==> src/rtl/rxf_pkg.sv <==
`timescale 1ns/1ps
package rxf_pkg;
  typedef enum logic [1:0] {ST_HUNT, ST_FRAME, ST_DROP, ST_OVF} rx_state_e;

  localparam logic [2:0] FT_BEACON = 3'd0;
  localparam logic [2:0] FT_DATA   = 3'd1;
  localparam logic [2:0] FT_ACK    = 3'd2;
  localparam logic [2:0] FT_CMD    = 3'd3;
  localparam logic [1:0] AM_SHORT  = 2'd2;
  localparam logic [1:0] AM_LONG   = 2'd3;
  localparam logic [7:0] DELIM     = 8'h7A;

  // One byte of the reflected CCITT polynomial, LSB first
  function automatic logic [15:0] fcs_step(input logic [15:0] c, input logic [7:0] d);
    logic [15:0] r;
    logic fb;
    r = c;
    for (int i = 0; i < 8; i++) begin
      fb = r[0] ^ d[i];
      r  = r >> 1;
      if (fb) r = r ^ 16'h8408;
    end
    return r;
  endfunction

  function automatic logic addr_mode_ok(input logic [1:0] m);
    return (m == AM_SHORT) || (m == AM_LONG);
  endfunction

  function automatic logic type_addressed(input logic [2:0] t);
    return (t == FT_DATA) || (t == FT_CMD);
  endfunction
endpackage

==> src/rtl/rxf_sync_hunt.sv <==
`timescale 1ns/1ps
module rxf_sync_hunt #(
  parameter int ZEROS = 4
) (
  input  logic       clk,
  input  logic       rst_n,
  input  logic       hunt_en,
  input  logic       flush,
  input  logic       byte_vld,
  input  logic [7:0] byte_in,
  output logic       sync_hit
);
  import rxf_pkg::*;
  localparam int CW = $clog2(ZEROS + 1);

  logic [CW-1:0] zcnt;
  logic          enough;

  assign enough   = (zcnt == CW'(ZEROS));
  assign sync_hit = hunt_en && byte_vld && (byte_in == DELIM) && enough;

  always_ff @(posedge clk) begin
    if (!rst_n)                zcnt <= '0;
    else if (!hunt_en || flush) zcnt <= '0;
    else if (byte_vld) begin
      if (byte_in == 8'h00) zcnt <= enough ? zcnt : zcnt + 1'b1;
      else                  zcnt <= '0;
    end
  end

  // a non-zero byte during the hunt leaves no zeros counted
  p_zero_run_clears_r1: assert property (@(posedge clk) disable iff (!rst_n)
    (hunt_en && byte_vld && byte_in != 8'h00 && !flush) |=> (zcnt == '0));
  // a hit is only possible on the delimiter
  p_hit_on_delim_r1: assert property (@(posedge clk) disable iff (!rst_n)
    sync_hit |-> (byte_in == DELIM && hunt_en));
endmodule

==> src/rtl/rxf_crc_acc.sv <==
`timescale 1ns/1ps
module rxf_crc_acc (
  input  logic        clk,
  input  logic        rst_n,
  input  logic        clear,
  input  logic        step,
  input  logic [7:0]  byte_in,
  output logic [15:0] crc
);
  import rxf_pkg::*;

  always_ff @(posedge clk) begin
    if (!rst_n)     crc <= '0;
    else if (clear) crc <= '0;
    else if (step)  crc <= fcs_step(crc, byte_in);
  end

  // bytes outside the covered range leave the sum untouched
  p_crc_hold_r8: assert property (@(posedge clk) disable iff (!rst_n)
    (!clear && !step) |=> $stable(crc));
endmodule

==> src/rtl/rxf_addr_match.sv <==
`timescale 1ns/1ps
module rxf_addr_match #(
  parameter int IDX_W   = 8,
  parameter int PAN_W   = 16,
  parameter int SHORT_W = 16,
  parameter int LONG_W  = 64,
  parameter int PAN_OFF = 4
) (
  input  logic              clk,
  input  logic              rst_n,
  input  logic              start,
  input  logic              step,
  input  logic [IDX_W-1:0]  idx,
  input  logic [7:0]        byte_in,
  input  logic              long_mode,
  input  logic [PAN_W-1:0]  pan_id,
  input  logic [SHORT_W-1:0] short_addr,
  input  logic [LONG_W-1:0] long_addr,
  output logic              last_now,
  output logic              pass_now
);
  localparam int ADDR_OFF  = PAN_OFF + PAN_W / 8;
  localparam int SHORT_END = ADDR_OFF + SHORT_W / 8 - 1;
  localparam int LONG_END  = ADDR_OFF + LONG_W / 8 - 1;

  logic pan_m, pan_b, ad_m, ad_b;
  logic n_pan_m, n_pan_b, n_ad_m, n_ad_b;
  logic in_pan, in_ad;
  logic [IDX_W-1:0] pan_k, ad_k, end_idx;
  logic [PAN_W-1:0]   pan_sh;
  logic [SHORT_W-1:0] short_sh;
  logic [LONG_W-1:0]  long_sh;
  logic [7:0] ad_ref;

  always_comb begin
    end_idx  = long_mode ? IDX_W'(LONG_END) : IDX_W'(SHORT_END);
    pan_k    = idx - IDX_W'(PAN_OFF);
    ad_k     = idx - IDX_W'(ADDR_OFF);
    pan_sh   = pan_id >> (8 * pan_k);
    short_sh = short_addr >> (8 * ad_k);
    long_sh  = long_addr >> (8 * ad_k);
    in_pan   = (idx >= IDX_W'(PAN_OFF)) && (idx < IDX_W'(ADDR_OFF));
    in_ad    = (idx >= IDX_W'(ADDR_OFF)) && (idx <= end_idx);
    ad_ref   = long_mode ? long_sh[7:0] : short_sh[7:0];
    n_pan_m  = pan_m && (!in_pan || byte_in == pan_sh[7:0]);
    n_pan_b  = pan_b && (!in_pan || byte_in == 8'hFF);
    n_ad_m   = ad_m  && (!in_ad  || byte_in == ad_ref);
    n_ad_b   = ad_b  && (!in_ad  || byte_in == 8'hFF);
    last_now = (idx == end_idx);
    pass_now = (n_pan_m || n_pan_b) && (n_ad_m || (!long_mode && n_ad_b));
  end

  always_ff @(posedge clk) begin
    if (!rst_n || start) begin
      pan_m <= 1'b1; pan_b <= 1'b1; ad_m <= 1'b1; ad_b <= 1'b1;
    end else if (step) begin
      pan_m <= n_pan_m; pan_b <= n_pan_b; ad_m <= n_ad_m; ad_b <= n_ad_b;
    end
  end

  // a lost PAN match never comes back within a frame
  p_pan_sticky_r5: assert property (@(posedge clk) disable iff (!rst_n)
    (!pan_m && !start) |=> !pan_m);
  // a lost address match never comes back within a frame
  p_addr_sticky_r6: assert property (@(posedge clk) disable iff (!rst_n)
    (!ad_m && !start) |=> !ad_m);
endmodule

==> src/rtl/rx_frame_filter.sv <==
`timescale 1ns/1ps
module rx_frame_filter #(
  parameter int ZEROS   = 4,
  parameter int IDX_W   = 8,
  parameter int PAN_W   = 16,
  parameter int SHORT_W = 16,
  parameter int LONG_W  = 64,
  parameter int CORR_W  = 7
) (
  input  logic               clk,
  input  logic               rst_n,
  input  logic               flush,
  input  logic               filt_en,
  input  logic               byte_vld,
  input  logic [7:0]         byte_data,
  input  logic [PAN_W-1:0]   pan_id,
  input  logic [SHORT_W-1:0] short_addr,
  input  logic [LONG_W-1:0]  long_addr,
  input  logic [7:0]         rssi,
  input  logic [CORR_W-1:0]  corr,
  input  logic               fifo_full,
  output logic               fifo_wr,
  output logic [7:0]         fifo_wdata,
  output logic               fifo_mark,
  output logic               fifo_restore,
  output logic               fifo_patch_en,
  output logic [7:0]         fifo_patch_rssi,
  output logic [7:0]         fifo_patch_qual,
  output logic               frame_done,
  output logic [2:0]         frame_type,
  output logic               ack_req,
  output logic [7:0]         seq_num,
  output logic               crc_ok,
  output logic               rx_overflow
);
  import rxf_pkg::*;

  rx_state_e        state;
  logic [IDX_W-1:0] idx, len;
  logic [7:0]       last_q, seq_q;
  logic [2:0]       ftype_q;
  logic [1:0]       mode_q;
  logic             ack_q, dec_q, done_q, crc_ok_q, patch_q;
  logic [7:0]       patch_rssi_q, patch_qual_q;
  logic [15:0]      crc;

  // Named internal events
  logic sync_hit, byte_go, ovf_hit, take, inpay, end_now, drop_end;
  logic type_rej, addr_rej, reject, crc_good, am_last, am_pass;

  rxf_sync_hunt #(.ZEROS(ZEROS)) u_hunt (
    .clk(clk), .rst_n(rst_n), .hunt_en(state == ST_HUNT), .flush(flush),
    .byte_vld(byte_vld), .byte_in(byte_data), .sync_hit(sync_hit));

  rxf_crc_acc u_crc (
    .clk(clk), .rst_n(rst_n), .clear(sync_hit), .step(take && inpay),
    .byte_in(byte_data), .crc(crc));

  rxf_addr_match #(.IDX_W(IDX_W), .PAN_W(PAN_W), .SHORT_W(SHORT_W),
                   .LONG_W(LONG_W), .PAN_OFF(4)) u_match (
    .clk(clk), .rst_n(rst_n), .start(sync_hit), .step(take && inpay),
    .idx(idx), .byte_in(byte_data), .long_mode(mode_q == AM_LONG),
    .pan_id(pan_id), .short_addr(short_addr), .long_addr(long_addr),
    .last_now(am_last), .pass_now(am_pass));

  always_comb begin
    byte_go  = byte_vld && (state == ST_FRAME) && !flush;
    ovf_hit  = byte_go && fifo_full;
    take     = byte_go && !fifo_full;
    inpay    = (idx != '0) && ({1'b0, idx} + 1'b1 < {1'b0, len});
    end_now  = (idx == '0) ? (byte_data == 8'h00) : (idx == len);
    drop_end = byte_vld && (state == ST_DROP) && (idx == len);
    type_rej = take && inpay && (idx == IDX_W'(2)) && filt_en &&
               ((type_addressed(ftype_q) && !addr_mode_ok(byte_data[3:2])) || ftype_q[2]);
    addr_rej = take && inpay && dec_q && am_last && !am_pass;
    reject   = type_rej || addr_rej;
    crc_good = (crc == {last_q, byte_data});
  end

  assign fifo_wr      = take && !reject;
  assign fifo_wdata   = byte_data;
  assign fifo_mark    = sync_hit;
  assign fifo_restore = reject;

  always_ff @(posedge clk) begin
    if (!rst_n) begin
      state <= ST_HUNT; idx <= '0; len <= '0; last_q <= '0;
      ftype_q <= '0; ack_q <= 1'b0; seq_q <= '0; mode_q <= '0; dec_q <= 1'b0;
      done_q <= 1'b0; patch_q <= 1'b0; crc_ok_q <= 1'b0;
      patch_rssi_q <= '0; patch_qual_q <= '0;
    end else begin
      done_q  <= 1'b0;
      patch_q <= 1'b0;
      if (flush) begin
        state <= ST_HUNT;
      end else begin
        case (state)
          ST_HUNT: if (sync_hit) begin
            state <= ST_FRAME; idx <= '0; dec_q <= 1'b0;
            ftype_q <= '0; ack_q <= 1'b0;
          end
          ST_FRAME: if (ovf_hit) begin
            state <= ST_OVF;
          end else if (take) begin
            idx    <= idx + 1'b1;
            last_q <= byte_data;
            if (idx == '0) len <= IDX_W'(byte_data);
            if (inpay && idx == IDX_W'(1)) begin
              ftype_q <= byte_data[2:0];
              ack_q   <= byte_data[5] && type_addressed(byte_data[2:0]);
            end
            if (inpay && idx == IDX_W'(2)) begin
              mode_q <= byte_data[3:2];
              dec_q  <= filt_en && type_addressed(ftype_q) && addr_mode_ok(byte_data[3:2]);
            end
            if (inpay && idx == IDX_W'(3)) seq_q <= byte_data;
            if (inpay && dec_q && am_last) dec_q <= 1'b0;
            if (reject) begin
              state <= ST_DROP;
            end else if (end_now) begin
              state        <= ST_HUNT;
              done_q       <= 1'b1;
              patch_q      <= 1'b1;
              crc_ok_q     <= crc_good;
              patch_rssi_q <= rssi;
              patch_qual_q <= {crc_good, corr};
            end
          end
          ST_DROP: if (byte_vld) begin
            idx <= idx + 1'b1;
            if (drop_end) state <= ST_HUNT;
          end
          default: ;
        endcase
      end
    end
  end

  assign fifo_patch_en   = patch_q;
  assign fifo_patch_rssi = patch_rssi_q;
  assign fifo_patch_qual = patch_qual_q;
  assign frame_done      = done_q;
  assign frame_type      = ftype_q;
  assign ack_req         = ack_q;
  assign seq_num         = seq_q;
  assign crc_ok          = crc_ok_q;
  assign rx_overflow     = (state == ST_OVF);

  // the mark comes from the hunt and opens a frame
  p_mark_opens_frame_r1: assert property (@(posedge clk) disable iff (!rst_n)
    (fifo_mark && !flush) |=> (state == ST_FRAME));
  // bytes are written only while a frame is being taken
  p_wr_only_in_frame_r2: assert property (@(posedge clk) disable iff (!rst_n)
    fifo_wr |-> (state == ST_FRAME));
  // a rejection leads to the discard phase
  p_reject_drops_r7: assert property (@(posedge clk) disable iff (!rst_n)
    (fifo_restore && !flush) |=> (state == ST_DROP));
  // a rejected frame never completes
  p_no_done_after_drop_r7: assert property (@(posedge clk) disable iff (!rst_n)
    (state == ST_DROP) |=> !frame_done);
  // overflow is silent
  p_ovf_silent_r10: assert property (@(posedge clk) disable iff (!rst_n)
    rx_overflow |-> (!fifo_wr && !frame_done && !fifo_mark));
  // a patch only follows a byte taken in the cycle before
  p_patch_after_byte_r9: assert property (@(posedge clk) disable iff (!rst_n)
    fifo_patch_en |-> $past(fifo_wr));
endmodule

==> config.mk <==
export PLATFORM = sky130hd
export DESIGN_NAME = rx_frame_filter
export DESIGN_NICKNAME = d
export VERILOG_FILES = /design/src/rtl/rxf_pkg.sv /design/src/rtl/rxf_sync_hunt.sv /design/src/rtl/rxf_crc_acc.sv /design/src/rtl/rxf_addr_match.sv /design/src/rtl/rx_frame_filter.sv
export SDC_FILE = /design/constraint.sdc
export NUM_CORES = 1
export LEC_CHECK = 0
export ABC_CLOCK_PERIOD_IN_PS = 7090
export BUFFER_PORTS_ARGS = -buffer_cell sky130_fd_sc_hd__buf_2
export CAP_MARGIN = 20
export CORE_UTILIZATION = 58
export CTS_CLUSTER_DIAMETER = 50
export DETAILED_ROUTE_END_ITERATION = 10
export GPL_TIMING_DRIVEN = 0
export HOLD_SLACK_MARGIN = 0.06
export PLACE_DENSITY = 0.88
export SYNTH_ARGS = -nofsm -noshare
export SYNTH_HDL_FRONTEND = slang
export SYNTH_SLANG_ARGS = --single-unit
export TNS_END_PERCENT = 5
==> constraint.sdc <==
create_clock -name clk -period 7.09 [get_ports clk]
set_clock_uncertainty 0.2 [all_clocks]
set_input_delay 1.418 -clock clk [delete_from_list [all_inputs] [get_ports clk]]
set_output_delay 1.418 -clock clk [all_outputs]
set_load 0.01 [all_outputs]
==> results of run 1 <==
==> cells by family (layout without fill, tap and decap cells) <==
family,count (synthesis),after routing
AOI/OAI and AO/OA,197,197
and+or+nand+nor,242,242
xor gates and xnor gates,57,57
DFF,81,81
buffers and inverters,89,271
adders and majority gates,22,22
muxes,53,53
==> synth_stat cells (22+ instances only) <==
| master | n | area, um^2 |
|---|---|---|
| dfxtp_1 | 81 | 1620 |
| a21oi_1 | 73 | 365 |
| nand2_1 | 65 | 244 |
| nor2_1 | 56 | 210 |
| mux2i_1 | 49 | 490 |
| xor2_1 | 30 | 263 |
| nand3_1 | 29 | 145 |
| nand4_1 | 27 | 169 |
| xnor2_1 | 27 | 236 |
| clkbuf_1 | 26 | 97.6 |
| inv_1 | 23 | 86.3 |
| ha_1 | 22 | 275 |
==> worst max path at each step <==
stage	startpoint	endpoint	depth (start not counted)
floorplan	pan_id[13]	fifo_wr	10
global placement	byte_data[5]	fifo_wr	11
detailed placement	byte_data[5]	fifo_wr	11
CTS	idx[0]	fifo_wr	16
global route	idx[0]	fifo_wr	16
finish	idx[0]	fifo_wr	16
==> power by group <==
group | switching (W) | internal [W]
clock | 0.000194 | 0.000177
combinational | 0.0000605 | 0.0000529
sequential | 0.00000000399 | 0.000454
total | 0.000255 | 0.000684
==> area by class of cell <==
class	instances	area (um^2)
fill	817	2710
clock inverter	6	72.6
tap	133	166
timing repair buffer	166	831
multi-input combinational	571	3900
inverter	24	90.1
clock buffer	10	138
buffer	65	339
sequential	81	1620
==> layer usage <==
metal,vias up,global-route usage [%],part of all wire [%]
met2,403,60.6,48
met4,0,15.1,3.3
li1,3011,-,-
met5,-,0,0
met1,2936,40.9,39
met3,68,8.33,9.7
==> stage by stage <==
step	total power (W)	cell area, um^2	hold WS [ps]	instances	setup slack, ps
6_report	0.000939	7160	269	1056	1060
5_1_grt	0.000965	7160	284	1056	823
4_1_cts	0.000935	7160	269	1056	1140
3_5_place_dp	0.000576	6950	248	1040	1520
3_3_place_gp	0.000575	6940	235	1039	1520
2_1_floorplan	0.000520	5950	226	741	2210
==> worst reg2reg max path, stage by stage (launching register included) <==
cell and delay (ps):
dfxtp_1 440, buf_6 170, buf_6 170, buf_2 290, nand4_1 290, nor2_1 210
xor2_1 200, ha_1 270, a21oi_1 150, o21ai_0 150, a21oi_1 180, nor2b_1 340
and2_1 190, clkbuf_1 260, nand3_1 460, mux2i_1 330, nor2_1 60
==> sequential cells by signal (all words and copies together) (netlist names), 2 cells and up <==
name and flops:
last_q 8, fifo_patch_qual 7, u_hunt.zcnt 3, u_crc.crc 16
len 8, seq_num 8, idx 8, fifo_patch_rssi 8
frame_type 3, mode_q 2, state 2
==> results.cfg, run 1 <==
[clock_tree]
cts_buffers = 9
cts_sinks = 81
root_buffer = clkbuf_8
cts.clk_slew.worst_paths_ps = 100
cts_tree = done
hold_buffers = 0
cts-htree-levels = 3
cts_resized = 0
insertion_delay_ps = 380
cts_setup_buffers = 0
clock_path_buffers = 2

[worst_setup_path]
r2r_start = idx[0]
r2r_slack_ps = 2620
path_cells = buf_6, buf_6, buf_2, nand4_1, nor2_1, xor2_1, ha_1, a21oi_1, o21ai_0, a21oi_1, or3b_1, o2111ai_1, o221a_4, buf_6, nor2_1, buf_2
r2r-end = seq_num[6]
critPathRequiredTime_ps = 5470
end_kind = output pin
critPathSlowestCell = or3b_1
path_class = register to output pin
cp_top_family = compound AO/OA/AOI/OAI gates
r2r_cells = 16
crit_buf_inv = 5
critical_path.max_stage_delay_ps = 470
crit_top_cell = buf_6
crit_fanout = 10
cp-start-kind = register
critical_path_arrival_ps = 4410

[min_path]
hold_class = register to register
worstHoldEndpoint = u_crc.crc[4]
min_delay_path_depth = 2
hp-start = u_crc.crc[4]

[yosys]
synth_compound_gate_area_share_pct = 23.1
yosys_warnings = 0
synth.area.mux_share_pct = 9.00
ys.flop_type = dfxtp_1
synthDistinctLibCells = 64
ys_seq_area_share_pct = 27.2
postSynthAreaPerCell_um2 = 8.03
synthAdderAreaFrac_pct = 4.62
syn_area_um2 = 5950
synth_top_family_by_area = compound AO/OA/AOI/OAI gates
syn_nets = 888
synth_edf_count = 0
yosys.area_share.simple_pct = 20.4
async_reset_ff_share_pct = 0
synth-seq-cells = 81
synth_xor_area_share_pct = 8.39
postSynthCellCount = 741

[detailed_routing]
drt_iter0_markers = 535
ant_nets = 0
vias = 6418
firstDrtPassIters = 5
wl_mm = 18.6
drc = 0
viasPerCell = 6.08
wl_per_cell_um = 17.6

[global_route]
grt_pass1_vias = 5847
antenna_found_initial = 1
grt_util_all_layers_pct = 34.8
gr-total-overflow = 0
grt_pass1_wl_mm = 28.2
grt_max_degree = 16

[timing]
hold_violations = 0
worstMarginPinSlew_ps = 781
grt_setup_unrepaired = false
slew_violations = 0
setup_viol = 0
slew_headroom_pct = 47.9
fmax_ghz = 0.166
setup-tns-final_ps = 0
fin_crit_sh_pct = 85.0
period_needed_ps = 6030

[pwr]
ir_drop_mv = 0.0842
leakage_nw = 3.03
p_per_area_nw_per_um2 = 131

[floorplanning]
die_h_um = 103
num_rows = 36
start_util_pct = 60.3
die_w_um = 103
die_area_um2 = 10700
io_pins = 168
core_region_area_um2 = 9860

[cells_and_area]
layout.nets = 1065
postLayoutCoreUtil_pct = 72.6
area_growth_pct = 20.3
layout-drive-gt1-share_pct = 27.5
mostFrequentLayoutCells = buf_2, dfxtp_1, a21oi_1, nand2_1, nor2_1
final_common_cell = buf_2
diodes = 0

[status]
status = finished clean

[place]
routabilityCongestion = 0.982
portBuffers = 165
dp_hpwl_mm = 13.9

[run]
drv_cap = 0
Note: power is estimated with default switching activity, not from simulation.
==> inputs of run 2 (changes only) <==
CORE_ASPECT_RATIO = 1.75   (was not set)
==> run 2 against run 1 <==
Effect of this change:
- critical path depth stayed put
- combinational power about the same
- setup slack got worse by 17 ps
- fmax fell by 0.28%
- wire length increased by 2.2%
- largest power group is now clock
- highest routed layer unchanged
- critical endpoint unchanged
- power grew 15%
==> results.cfg, run 2 (synthesis results as in run 1) <==
[status]
status = finished clean

[pwr]
p_switching_w = 0.000255
leakage_nw = 3.08
p_per_area_nw_per_um2 = 149
clkPwrFrac_pct = 47.7
switching_share_pct = 23.5
pwr-share-seq_pct = 42.1
ir_drop_mv = 0.141
power.internal_w = 0.000827
p_comb_share_pct = 10.2

[clock_tree]
cts_sinks = 81
cts_setup_buffers = 0
hold_buffers = 0
root_buffer = clkbuf_16
cts_resized = 0
cts_buffers = 9
insertion_delay_ps = 350
cts-htree-levels = 3
cts.clk_slew.worst_paths_ps = 60
clock_path_buffers = 2
cts_tree = done

[detailed_routing]
vias = 6410
viasPerCell = 6.12
ant_nets = 0
drc = 0
wl_per_cell_um = 18.1
wl_mm = 19.0
drt_iter0_markers = 428
firstDrtPassIters = 5

[floorplanning]
die_area_um2 = 10700
die_h_um = 136
core_region_area_um2 = 9910
io_pins = 168
die_w_um = 78.6
start_util_pct = 60.1
num_rows = 48

[timing]
hold_violations = 0
worstMarginPinSlew_ps = 901
setup_viol = 0
setup-tns-final_ps = 0
grt_setup_unrepaired = false
fin_crit_sh_pct = 85.3
fmax_ghz = 0.165
period_needed_ps = 6050
slew_headroom_pct = 39.4
slew_violations = 0

[worst_setup_path]
crit_fanout = 10
critical_path.max_stage_delay_ps = 470
cp-start-kind = register
critPathSlowestCell = dfxtp_1
crit_buf_inv = 5
path_cells = buf_6, buf_2, inv_1, ha_1, ha_1, nor2b_1, o21a_1, o21a_1, o21ai_0, a21oi_1, or3b_1, o2111ai_1, o221a_4, buf_6, nor2_1, buf_2
critPathRequiredTime_ps = 5470
path_class = register to output pin
end_kind = output pin
cp_top_family = compound AO/OA/AOI/OAI gates
critical_path_arrival_ps = 4430

[cells_and_area]
final_common_cell = buf_2
layout-drive-gt1-share_pct = 27.5
postLayoutCoreUtil_pct = 73.3
diodes = 0
area_growth_pct = 22.1
top_register = u_crc.crc
mostFrequentLayoutCells = buf_2, dfxtp_1, a21oi_1, nand2_1, nor2_1
layout.nets = 1065
largest_register_ffs = 16

[global_route]
grt_pass1_wl_mm = 29.5
grt_max_degree = 15
antenna_found_initial = 0
gr-total-overflow = 0
grt_pass1_vias = 6381
grt_util_all_layers_pct = 35.9

[place]
routabilityCongestion = 0.991
dp_hpwl_mm = 14.4
portBuffers = 165

[min_path]
hold_class = register to register

[run]
drv_cap = 0
## run 2: cell types whose count changed in the layout (fill, tap and decap cells not counted)
cell       change
bufinv_16      +1
inv_6          -2
clkbuf_16      +9
clkbuf_8       -9
clkinv_2       +1
## run 2: per-layer routing
layer	wire (um)	up-vias	track usage [%]
li1	-	3017	-
met1	6240	2896	32.8
met2	9690	381	65.3
met3	1400	116	7.11
met4	1700	0	32.7
met5	0	-	0
## run 2: final timing paths
check             slack, ps  cells past startpoint      endpoint          from
setup / recovery       1040                     16       fifo_wr        idx[0]
hold / removal          270                      2  u_crc.crc[0]  u_crc.crc[0]
setup reg to reg       2510                     16    seq_num[1]        idx[0]
hold reg to reg         270                      2  u_crc.crc[0]  u_crc.crc[0]
## run 2: layout make-up
type,instances,area (um^2)
clock buffer,10,239
sequential,81,1620
fill,803,2640
timing repair buffer,166,831
tap,125,156
multi-input combinational,571,3900
clock inverter,6,90.1
buffer,65,339
inverter,24,90.1
## run 2: metrics by stage
stage	hold WS, ps	std cells	total power (W)	instance area [um^2]	worst slack (ps)
4_1_cts	263	1048	0.00108	7270	1120
2_1_floorplan	226	741	0.000520	5950	2210
3_5_place_dp	249	1032	0.000574	6940	1530
5_1_grt	278	1048	0.00111	7270	902
6_report	266	1048	0.00108	7270	1040
3_3_place_gp	234	1031	0.000573	6930	1590
## run 2: tightest hold or removal path: cells and delay by family (launching register included)
family          cells  cell delay (ps)
compound gates      1               50
flops               1              320
simple gates        1               50
## run 2: power groups by stage
stage / registers [W] / logic [W] / clock network [W]
2_1_floorplan: 0.000465 / 0.0000546 / 0
3_3_place_gp: 0.000465 / 0.000108 / 0
3_5_place_dp: 0.000465 / 0.000109 / 0
4_1_cts: 0.000455 / 0.000109 / 0.000517
5_1_grt: 0.000455 / 0.000119 / 0.000535
6_report: 0.000455 / 0.000111 / 0.000516
==> inputs of run 3 (changes only) <==
PLACE_DENSITY = 0.87   (was 0.88)
SYNTH_HIERARCHICAL = 1   (was not set)
==> run 3 against run 2 <==
Effect of this change:
- wire length is 11% lower
- sequential cell count stayed put
- die area is 3.5% higher
- fmax is 2.7% higher
- critical path depth is 1 higher
==> results.cfg, run 3 <==
[worst_setup_path]
path_cells = buf_6, buf_6, inv_1, ha_1, and3_1, clkbuf_1, a222oi_1, nand3_1, a211o_1, a21oi_2, o22ai_1, a211oi_2, o221a_2, o32a_1, nor3_2, nor2_1, buf_2
r2r-end = fifo_patch_rssi[3]
critPathSlowestCell = a222oi_1
path_class = register to output pin
r2r_cells = 19
worstSetupStartpoint = idx[1]
cp_top_family = compound AO/OA/AOI/OAI gates
critical_path_arrival_ps = 4270
r2r_start = idx[1]
crit_top_cell = buf_6
r2r_slack_ps = 2280
critPathRequiredTime_ps = 5470
crit_fanout = 10
cp.depth = 17
crit_buf_inv = 5
critical_path.max_stage_delay_ps = 560
endpoint = fifo_wr
cp-start-kind = register
end_kind = output pin

[clock_tree]
hold_buffers = 0
clock_path_buffers = 2
cts_sinks = 81
cts_resized = 0
cts_setup_buffers = 0
root_buffer = clkbuf_16
insertion_delay_ps = 350
cts_buffers = 9
cts_tree = done
cts-htree-levels = 3
cts.clk_slew.worst_paths_ps = 60

[detailed_routing]
viasPerCell = 5.91
drc = 0
ant_nets = 0
drt_iter0_markers = 419
wl_mm = 17.0
firstDrtPassIters = 7
vias = 6068
wl_per_cell_um = 16.5

[yosys]
postSynthAreaPerCell_um2 = 8.61
postSynthCellCount = 716
synthTopCellsByArea = dfxtp_1, mux2i_1, nand2_1
ys.flop_type = dfxtp_1
synthDistinctLibCells = 75
netlist.area_leader.share_pct = 26.3
syn_nets = 863
syn_area_um2 = 6170
synth_top_area_cell = dfxtp_1
yosys_warnings = 6
synth-seq-cells = 81
ys_seq_area_share_pct = 26.3
synth_commonest_cells = nand2_1, dfxtp_1, nor2_1
synth_edf_count = 0
async_reset_ff_share_pct = 0
synth_most_common_cell = nand2_1

[timing]
slew_violations = 0
slew_headroom_pct = 33.4
fin_crit_sh_pct = 83.0
fmax_ghz = 0.170
worstMarginPinSlew_ps = 990
hold_violations = 0
period_needed_ps = 5890
whs_ps = 252
setup-tns-final_ps = 0
grt_setup_unrepaired = false
setup_viol = 0

[cells_and_area]
area_growth_pct = 20.8
final_common_cell = buf_2
largest_register_ffs = 16
mostFrequentLayoutCells = buf_2, nand2_1, dfxtp_1, nor2_1, mux2i_1
top_register = u_crc/crc
diodes = 0
layout.nets = 1041
layout-drive-gt1-share_pct = 28.9

[global_route]
grt_util_all_layers_pct = 30.9
grt_max_degree = 19
antenna_found_initial = 0
grt_pass1_wl_mm = 26.7
grt_pass1_vias = 5999
gr-total-overflow = 0

[floorplanning]
die_area_um2 = 11100
start_util_pct = 59.9
die_h_um = 138
core_region_area_um2 = 10300
io_pins = 168
num_rows = 49
die_w_um = 80.0

[place]
portBuffers = 167
dp_hpwl_mm = 13.2
routabilityCongestion = 0.900

[pwr]
total_power_w = 0.00104
leakage_nw = 3.17
p_per_area_nw_per_um2 = 139
ir_drop_mv = 0.166

[min_path]
hold_class = register to register

[run]
drv_cap = 0

[status]
status = finished clean
run 3: cell types whose count changed after synthesis, moves of 8 or more:
cell	change
a21oi_1	-37
nand2_1	+30
mux2_2	+25
nand4_1	-17
a21bo_2	-16
xor2_1	-16
nor2_1	-11
buf_2	-10
o31ai_2	-9
mux2i_1	-8
o31ai_1	-8
run 3: power by group:
group	total, W	switching [W]	internal, W
sequential	0.000455	0.00000000313	0.000455
clock	0.000458	0.000186	0.000272
combinational	0.000124	0.0000608	0.0000636
run 3: tightest hold or removal path: cells and delay by family (launching register included):
family	cells	cell delay, ps
mux	1	50
flops	1	300
simple gates	1	50
run 3: per-layer routing:
layer | global-route usage (%) | vias up | wire length [um]
li1 | - | 2910 | -
met4 | 16.9 | 0 | 766
met1 | 29.4 | 2846 | 5930
met3 | 4.55 | 50 | 916
met5 | 0 | - | 0
met2 | 60.1 | 262 | 9330
run 3: cell type report:
cell class | instances | area, um^2
Inverter | 26 | 97.6
Buffer | 53 | 303
Multi-Input combinational cell | 556 | 4150
Clock inverter | 5 | 56.3
Tap cell | 127 | 159
Timing Repair Buffer | 167 | 836
Fill cell | 803 | 2850
Sequential cell | 81 | 1620
Clock buffer | 11 | 233
run 3: worst min-delay path by stage:
| stage | startpoint | endpoint | slack (ps) | depth (start not counted) |
|---|---|---|---|---|
| finish | fifo_patch_qual[1] | fifo_patch_qual[1] | 250 | 2 |
| floorplan | u_match/pan_m | u_match/pan_m | 220 | 1 |
| global placement | u_match/pan_m | u_match/pan_m | 230 | 1 |
| detailed placement | u_match/pan_m | u_match/pan_m | 240 | 1 |
| global route | fifo_patch_qual[2] | fifo_patch_qual[2] | 270 | 2 |
| CTS | u_match/pan_m | u_match/pan_m | 260 | 1 |
run 3: logic make-up after synthesis:
| kind of cell | synth area share, % |
|---|---|
| flip-flops | 26.3 |
| adder cells (fa/ha/maj) | 4.46 |
| AND/OR/NAND/NOR | 22.9 |
| XOR/XNOR | 11.8 |
| multiplexers | 14.9 |
| AO/OA/AOI/OAI | 13.1 |
| buffers and inverters | 6.49 |
run 3: metrics by stage:
| stage | cells | util (%) | cell area (um^2) | setup WS [ps] |
|---|---|---|---|---|
| finish | 1026 | 72.3 | 7450 | 1200 |
| global route | 1026 | 72.3 | 7450 | 944 |
| CTS | 1026 | 72.3 | 7450 | 1210 |
| detailed placement | 1010 | 69.5 | 7160 | 1500 |
| global placement | 1010 | 69.5 | 7160 | 1520 |
| floorplan | 716 | - | 6170 | 1930 |
